$ cat src/rtl/tlb_pkg.sv
package tlb_pkg;
  localparam int VPN_W  = 20;
  localparam int PFN_W  = 20;
  localparam int OFF_W  = 12;
  localparam int PROT_W = 3;
  localparam int VA_W   = VPN_W + OFF_W;
  localparam int PA_W   = PFN_W + OFF_W;
endpackage

$ cat src/rtl/tlb_cam.sv
module tlb_cam #(
  parameter int N = 32,
  parameter int W = 20
) (
  input  logic [N-1:0][W-1:0] tags_i,
  input  logic [N-1:0]        valid_i,
  input  logic [W-1:0]        key_i,
  output logic [N-1:0]        match_o
);
  for (genvar i = 0; i < N; i++) begin : g_cmp
    assign match_o[i] = valid_i[i] && (tags_i[i] == key_i);
  end
endmodule

$ cat src/rtl/tlb_victim.sv
module tlb_victim #(
  parameter int N  = 32,
  parameter int IW = 5
) (
  input  logic [N-1:0]  valid_i,
  input  logic [IW-1:0] mru_i,
  output logic [IW-1:0] idx_o
);
  logic free_found;

  always_comb begin
    free_found = 1'b0;
    idx_o      = '0;
    // first invalid slot, lowest index wins
    for (int i = N - 1; i >= 0; i--) begin
      if (!valid_i[i]) begin
        idx_o      = IW'(i);
        free_found = 1'b1;
      end
    end
    // full: lowest index that is not most recently used
    if (!free_found) begin
      for (int i = N - 1; i >= 0; i--) begin
        if (IW'(i) != mru_i) idx_o = IW'(i);
      end
    end
  end
endmodule

$ cat src/rtl/tlb_fa.sv
module tlb_fa
  import tlb_pkg::*;
#(
  parameter int ENTRIES = 32
) (
  input  logic              clk_i,
  input  logic              rst_ni,
  input  logic              lkp_valid_i,
  input  logic [VA_W-1:0]   lkp_vaddr_i,
  output logic              lkp_hit_o,
  output logic              lkp_miss_o,
  output logic [PA_W-1:0]   lkp_paddr_o,
  output logic [PROT_W-1:0] lkp_prot_o,
  input  logic              fill_valid_i,
  input  logic [VPN_W-1:0]  fill_vpn_i,
  input  logic [PFN_W-1:0]  fill_pfn_i,
  input  logic [PROT_W-1:0] fill_prot_i,
  input  logic              inval_valid_i,
  input  logic [VPN_W-1:0]  inval_vpn_i,
  input  logic              flush_i
);
  localparam int IDX_W = (ENTRIES > 1) ? $clog2(ENTRIES) : 1;

  logic [ENTRIES-1:0][VPN_W-1:0]  tag_q;
  logic [ENTRIES-1:0][PFN_W-1:0]  pfn_q;
  logic [ENTRIES-1:0][PROT_W-1:0] prot_q;
  logic [ENTRIES-1:0]             valid_q;
  logic [IDX_W-1:0]               mru_q;

  logic [ENTRIES-1:0] lkp_match, fill_match, inval_match;
  logic [IDX_W-1:0]   lkp_idx, fill_hit_idx, inval_idx, victim_idx, fill_idx;
  logic               lkp_any, fill_any, inval_any;
  logic [PFN_W-1:0]   hit_pfn;
  logic [PROT_W-1:0]  hit_prot;

  tlb_cam #(.N(ENTRIES), .W(VPN_W)) u_cam_lkp (
    .tags_i(tag_q), .valid_i(valid_q), .key_i(lkp_vaddr_i[VA_W-1:OFF_W]), .match_o(lkp_match)
  );
  tlb_cam #(.N(ENTRIES), .W(VPN_W)) u_cam_fill (
    .tags_i(tag_q), .valid_i(valid_q), .key_i(fill_vpn_i), .match_o(fill_match)
  );
  tlb_cam #(.N(ENTRIES), .W(VPN_W)) u_cam_inval (
    .tags_i(tag_q), .valid_i(valid_q), .key_i(inval_vpn_i), .match_o(inval_match)
  );

  tlb_victim #(.N(ENTRIES), .IW(IDX_W)) u_victim (
    .valid_i(valid_q), .mru_i(mru_q), .idx_o(victim_idx)
  );

  // match vectors are one-hot or zero, so OR-encoding is exact
  always_comb begin
    lkp_idx      = '0;
    fill_hit_idx = '0;
    inval_idx    = '0;
    hit_pfn      = '0;
    hit_prot     = '0;
    for (int i = 0; i < ENTRIES; i++) begin
      if (lkp_match[i]) begin
        lkp_idx  = lkp_idx | IDX_W'(i);
        hit_pfn  = hit_pfn | pfn_q[i];
        hit_prot = hit_prot | prot_q[i];
      end
      if (fill_match[i])  fill_hit_idx = fill_hit_idx | IDX_W'(i);
      if (inval_match[i]) inval_idx    = inval_idx | IDX_W'(i);
    end
  end

  assign lkp_any   = |lkp_match;
  assign fill_any  = |fill_match;
  assign inval_any = |inval_match;
  assign fill_idx  = fill_any ? fill_hit_idx : victim_idx;

  assign lkp_hit_o   = lkp_valid_i && !flush_i && lkp_any;
  assign lkp_miss_o  = lkp_valid_i && !lkp_hit_o;
  assign lkp_paddr_o = lkp_hit_o ? {hit_pfn, lkp_vaddr_i[OFF_W-1:0]} : '0;
  assign lkp_prot_o  = lkp_hit_o ? hit_prot : '0;

  always_ff @(posedge clk_i or negedge rst_ni) begin
    if (!rst_ni) begin
      valid_q <= '0;
      mru_q   <= '0;
      tag_q   <= '0;
      pfn_q   <= '0;
      prot_q  <= '0;
    end else if (flush_i) begin
      valid_q <= '0;
    end else begin
      if (inval_valid_i && inval_any) valid_q[inval_idx] <= 1'b0;
      // fill after invalidate: fill wins on the same slot
      if (fill_valid_i) begin
        valid_q[fill_idx] <= 1'b1;
        tag_q[fill_idx]   <= fill_vpn_i;
        pfn_q[fill_idx]   <= fill_pfn_i;
        prot_q[fill_idx]  <= fill_prot_i;
      end
      if (lkp_hit_o) mru_q <= lkp_idx;
    end
  end

  AST_HIT_MISS_EXCL: assert property (@(posedge clk_i) disable iff (!rst_ni)
    !(lkp_hit_o && lkp_miss_o));
  AST_IDLE_QUIET: assert property (@(posedge clk_i) disable iff (!rst_ni)
    !lkp_valid_i |-> (!lkp_hit_o && !lkp_miss_o));
  AST_UNIQUE_TAG: assert property (@(posedge clk_i) disable iff (!rst_ni)
    $onehot0(fill_match) && $onehot0(lkp_match));
  AST_FLUSH_MISS: assert property (@(posedge clk_i) disable iff (!rst_ni)
    flush_i |-> !lkp_hit_o);
  AST_FLUSH_EMPTY: assert property (@(posedge clk_i) disable iff (!rst_ni)
    flush_i |=> (valid_q == '0));
  AST_FILL_LANDS: assert property (@(posedge clk_i) disable iff (!rst_ni)
    (fill_valid_i && !flush_i) |=> valid_q[$past(fill_idx)]);
  AST_VICTIM_NOT_MRU: assert property (@(posedge clk_i) disable iff (!rst_ni)
    (&valid_q) |-> (victim_idx != mru_q));
endmodule

$ cat config.mk
export PLATFORM = sky130hd
export DESIGN_NAME = tlb_fa
export DESIGN_NICKNAME = d
export VERILOG_FILES = /design/src/rtl/tlb_pkg.sv /design/src/rtl/tlb_cam.sv /design/src/rtl/tlb_victim.sv /design/src/rtl/tlb_fa.sv
export SDC_FILE = /design/constraint.sdc
export NUM_CORES = 2
export LEC_CHECK = 0
export CAP_MARGIN = 20
export CORE_ASPECT_RATIO = 1.25
export CORE_MARGIN = 2
export CORE_UTILIZATION = 50
export DETAILED_ROUTE_END_ITERATION = 16
export PLACE_DENSITY_LB_ADDON = 0.1
export SYNTH_ARGS = -nofsm -noshare
export SYNTH_HDL_FRONTEND = slang
export SYNTH_HIERARCHICAL = 1
export SYNTH_SLANG_ARGS = --single-unit
$ cat constraint.sdc
create_clock -name clk_i -period 4.6 [get_ports clk_i]
set_input_delay 0.92 -clock clk_i [delete_from_list [all_inputs] [get_ports clk_i]]
set_output_delay 0.92 -clock clk_i [all_outputs]
set_load 0.05 [all_outputs]
# Word-level counts from Yosys, hierarchy flattened
# Index checks and enable logic that the tools add are counted.
# totals
ff_bits,1413
elab_cells,720
# op_classes
bitwise_logic,66
n_mux,313
order_cmp,4
n_reduce_logical,112
eq_ne,127
# op_table
op,n
$mux W640,4
$eq A20 B20 Y1,96
$bwmux W640,2
$mux W5,148
$mux W20,33
$or A20 B20 Y20,31
$mux W32,6
$mux W96,2
$mux W3,46
$logic_and A1 B1 Y1,102
$demux W20 S5,1
$bwmux W96,1
$mux W4,24
$reduce_or A32 Y1,3
$or A3 B3 Y3,31
$ne A5 B5 Y1 const A,16
$ne A4 B5 Y1 const A,8
$mux W1,37
$and A32 B32 Y32,1
$not A32 Y32,1
$or A32 B32 Y32,1
$ne A3 B5 Y1 const A,4
$demux W3 S5,1
$lt A5 B6 Y1 const B,2
other kinds (10),21

# Logic depth before layout (Yosys ltp)
# logic_depth
depth_word,106
mapped_depth,16
ltp_nobuf,11

# Cells and area by module
# Netlist, hierarchy kept.
# modules_own_cells
module,cells_each,instances,seq_area_each_um2,area_per_inst_um2
tlb_fa,3890,1,35358.9,57776.7
tlb_cam,944,3,0.0,7813.7
tlb_victim,71,1,0.0,457.9

# Least setup slack after synthesis
# Ideal clock, no wire load.
# synth_path
path_kind,input-to-output
from,input port lkp_vaddr_i[25]
to,output port lkp_paddr_o[10]
t_arrival_ps,4101
cell_stages,13
path_slack_ps,-421
cell_sequence,buf_2 > buf_6 > buf_2 > xnor2_1 > nand4_1 > nor4_1 > or4_1 > nor2_1 > and3_1 > a41o_1 > clkinv_1 > clkbuf_1 > and2_1
# synth_between
elab_chain_cells,5
# synth_lines
item,line,text
from (decl),tlb_fa.sv:9,"input logic [VA_W-1:0] lkp_vaddr_i,"
$eq A20 B20 Y1,tlb_cam.sv:11,assign match_o[i] = valid_i[i] && (tags_i[i] == key_i);
$logic_and A1 B1 Y1,tlb_cam.sv:11,
via lkp_match[28],tlb_fa.sv:30,"logic [ENTRIES-1:0] lkp_match, fill_match, inval_match;"
$reduce_or A32 Y1,tlb_fa.sv:68,assign lkp_any = |lkp_match;
$logic_and A1 B1 Y1,tlb_fa.sv:73,assign lkp_hit_o = lkp_valid_i && !flush_i && lkp_any;
via lkp_hit_o,tlb_fa.sv:10,"output logic lkp_hit_o,"
$mux W32,tlb_fa.sv:75,"assign lkp_paddr_o = lkp_hit_o ? {hit_pfn, lkp_vaddr_i[OFF_W-1:0]} : '0;"
to (decl),tlb_fa.sv:12,"output logic [PA_W-1:0] lkp_paddr_o,"
# The timed path passes the listed nets, and every way through them passes these cells.

# Worst setup path in the final report
# layout_path
from,input port lkp_vaddr_i[31]
to,output port lkp_paddr_o[12]
# layout_lines
item,line
$eq A20 B20 Y1 *,tlb_cam.sv:11
$logic_and A1 B1 Y1 *,tlb_cam.sv:11
via lkp_match[31],tlb_fa.sv:30
$reduce_or A32 Y1,tlb_fa.sv:68
$logic_and A1 B1 Y1,tlb_fa.sv:73
$mux W32 *,tlb_fa.sv:75
# The timed path passes the listed nets; every way through them passes the cells marked *.

==> impl_metrics.json <==
{
  "peakVddDrop_mv": 0.406,
  "crit_chain": "buf_6 -> buf_12 -> buf_4 -> xnor2_1 -> nand4_1 -> nor4_2 -> buf_4 -> or4_4 -> nor2_4 -> and3_4 -> a41o_4 -> buf_12 -> buf_16 -> nor2_4 -> buf_12",
  "power_frac_seq_pct": 44.0,
  "r2r_slack_ns": 0.17,
  "core_mm2": 0.162,
  "max_freq_mhz": 211,
  "viasPerCell": 6.35,
  "p_int_uw": 21900,
  "rsz0062_at_grt": "true",
  "slew_viol_final": 0,
  "clk_latency_ns": 0.83,
  "crit_slowest_cell": "or4_4",
  "finalCritPeriodShare_pct": 103,
  "ioPinCount": 138,
  "cts.sinks": 1413,
  "wirelength_mm": 336,
  "port_buffers": 137,
  "placedCellCount": 9383,
  "post-route-drc-count": 0,
  "grtUsageTotal_pct": 39.7,
  "pwr-share-clk_pct": 42.9,
  "r2r_end": "tag_q[492]$_DFFE_PN0P_",
  "detail_route.first_pass.iterations": 5,
  "ant_nets": 0,
  "combinationalPowerShare_pct": 13.1,
  "area_delta_synth_final_pct": 23.5,
  "critPathMostFrequentCell": "buf_12",
  "post-route-cell-area_mm2": 0.101,
  "final_common_cell": "dfrtp_1",
  "end_kind": "output pin",
  "fin_ws_ns": -0.142,
  "antenna_found_initial": 3,
  "hold_ws_ns": 0.0214,
  "skew_ns": 0.0386,
  "start_util_pct": 50.4,
  "synth_fp_nets": 6894,
  "ys_warn_count": 6,
  "vias": 62000,
  "synth_ff_type": "dfrtp_1",
  "crit_arrival_ns": 3.82,
  "fin_util_pct": 62.2,
  "root_buffer": "clkbuf_16",
  "clk_pin_slew_ns": 0.06,
  "ys_ff_latch": 1413,
  "worst-path-stages": 15,
  "max_slew_margin_pct": 23.1,
  "rows": 165,
  "critPathRequiredTime_ns": 3.68,
  "leakage_uw": 0.0459,
  "postPlaceCellArea_mm2": 0.0929,
  "netlist_instances": 6793,
  "power_density_mw_per_mm2": 299,
  "critical_path.max_stage_delay_ns": 0.63,
  "grt_pass1_vias": 62600,
  "clockBufferDepth": 3,
  "synth.distinct_cells": 61,
  "numCtsBuffers": 154,
  "die_width_um": 366,
  "drive_gt1_share_pct": 39.7,
  "critPathLaunchType": "input port",
  "netSwitchingFraction_pct": 27.4,
  "fin_crit_ns": 4.74,
  "finalSetupViolations": 36,
  "fin_cells": 9767,
  "die_area_mm2": 0.167,
  "violations": "setup timing",
  "syn-cell-area_mm2": 0.0817,
  "synth_edf_count": 0,
  "holdCritPathClass": "input port to asynchronous set/reset pin",
  "r2r-start": "tag_q[78]$_DFFE_PN0P_",
  "power_uw": 30100,
  "tightestPinTransition_ns": 1.15,
  "startpoint": "lkp_vaddr_i[31]",
  "chipHeight_um": 456,
  "grt_pass1_wl_mm": 472,
  "path_buf_inv": 7,
  "status": "complete, but fails checks",
  "gr-total-overflow": 0,
  "syn_area_per_cell_um2": 12.0,
  "crit_end": "lkp_paddr_o[12]",
  "finalWeightedCongestion": 1.00,
  "path_class": "input port to output pin",
  "reg2reg_depth": 15,
  "p_switching_uw": 8260,
  "hold_viol": 0,
  "layout_common_cells": "1,393 x dfrtp_1, 1,377 x mux2_2, 1,151 x xnor2_1, 754 x xor2_1, 643 x buf_4",
  "wl_per_cell_um": 34.4,
  "grt_max_degree": 108,
  "cts_tree": "built",
  "drtIter0Drc": 6363,
  "yosysSeqAreaShare_pct": 43.3,
  "place_hpwl_mm": 231,
  "crit_fanout": 7,
  "drv_cap": 0,
  "critPathTopFamily": "simple AND/OR/NAND/NOR gates",
  "cts_max_level": 4,
  "num-nets-final": 7576,
  "async_flop_share_pct": 100
}
-- how the worst min path moves through the flow --
| stage | startpoint | end | cells past startpoint |
|---|---|---|---|
| finish | rst_ni | tag_q[161]$_DFFE_PN0P_ | 1 |
| global route | rst_ni | tag_q[161]$_DFFE_PN0P_ | 1 |
| CTS | rst_ni | tag_q[165]$_DFFE_PN0P_ | 1 |
| detailed placement | mru_q[2]$_DFFE_PN0P_ | mru_q[2]$_DFFE_PN0P_ | 1 |
| global placement | mru_q[2]$_DFFE_PN0P_ | mru_q[2]$_DFFE_PN0P_ | 1 |
| floorplan | mru_q[2]$_DFFE_PN0P_ | mru_q[2]$_DFFE_PN0P_ | 1 |
-- cell usage after synthesis, types with 96 or more instances --
master | instances | area share (%)
dfrtp_1 | 1413 | 43
mux2_2 | 1377 | 19
xnor2_1 | 1152 | 12
xor2_1 | 768 | 8.2
nand4_1 | 379 | 2.9
nor4_1 | 236 | 1.8
clkbuf_1 | 220 | 1.0
buf_2 | 212 | 1.3
a22oi_1 | 184 | 1.7
buf_6 | 122 | 1.7
nand3_1 | 107 | 0.66
nor4_2 | 96 | 1.5
-- power by group through the flow --
stage	sequential (µW)	combinational, µW	clock [µW]
2_1_floorplan	13400	2140	0
4_1_cts	13300	3810	13000
3_3_place_gp	13500	3690	0
6_report	13300	3930	12900
3_5_place_dp	13500	3740	0
5_1_grt	13300	4100	13600
-- metrics by stage --
stage	setup TNS, ns	setup slack (ns)
after floorplan	-0.00591	-0.00591
after global placement	-1053.71	-0.894
after detailed placement	-1066.54	-0.897
after CTS	-0.384	-0.0505
after global routing	-2.39	-0.127
final	-2.59	-0.142
-- kinds of logic (layout without fill, tap and decap cells) --
| logic type | after synthesis | count (layout) | synth area share, % |
|---|---|---|---|
| other | 0 | 1 | 0 |
| xor gates and xnor gates | 1920 | 1920 | 20.6 |
| muxes | 1378 | 1378 | 19.0 |
| buffers and inverters | 604 | 1406 | 4.45 |
| and+or+nand+nor | 1041 | 1041 | 8.45 |
| AOI/OAI and AO/OA | 437 | 437 | 4.22 |
| DFF | 1413 | 1413 | 43.3 |
-- final cells by class --
cell class	count	area, µm²
clock buffers	220	4490
multi-input cells	4776	44200
flip-flops and latches	1413	35400
repair buffers	1126	13400
fillers	13000	61200
inverters	4	27.5
clock inverters	56	709
diodes	1	2.50
well taps	2171	2720
-- routing by layer --
layer  vias up  global-route usage (%)  routed length [µm]
met1     32200                    49.9              128000
met4         0                    25.7               26600
li1      25600                       -                   -
met2      3160                    63.0              156000
met3      1101                    6.95               25600
met5         -                       0                   0
-- timing repair --
item	in CTS	in global routing
setup buffers	59	33
endpoints found under the setup margin	123	1263
resized for setup	194	106
hold buffers	0	0
gates cloned	4	3
pin swaps	44	67
-- state kept, by name, indices dropped and copies added, names as in the netlist --
name and flops:
mru_q 5, valid_q 32, prot_q 96, tag_q 640, pfn_q 640
Power figures use the tool's default switching activity.
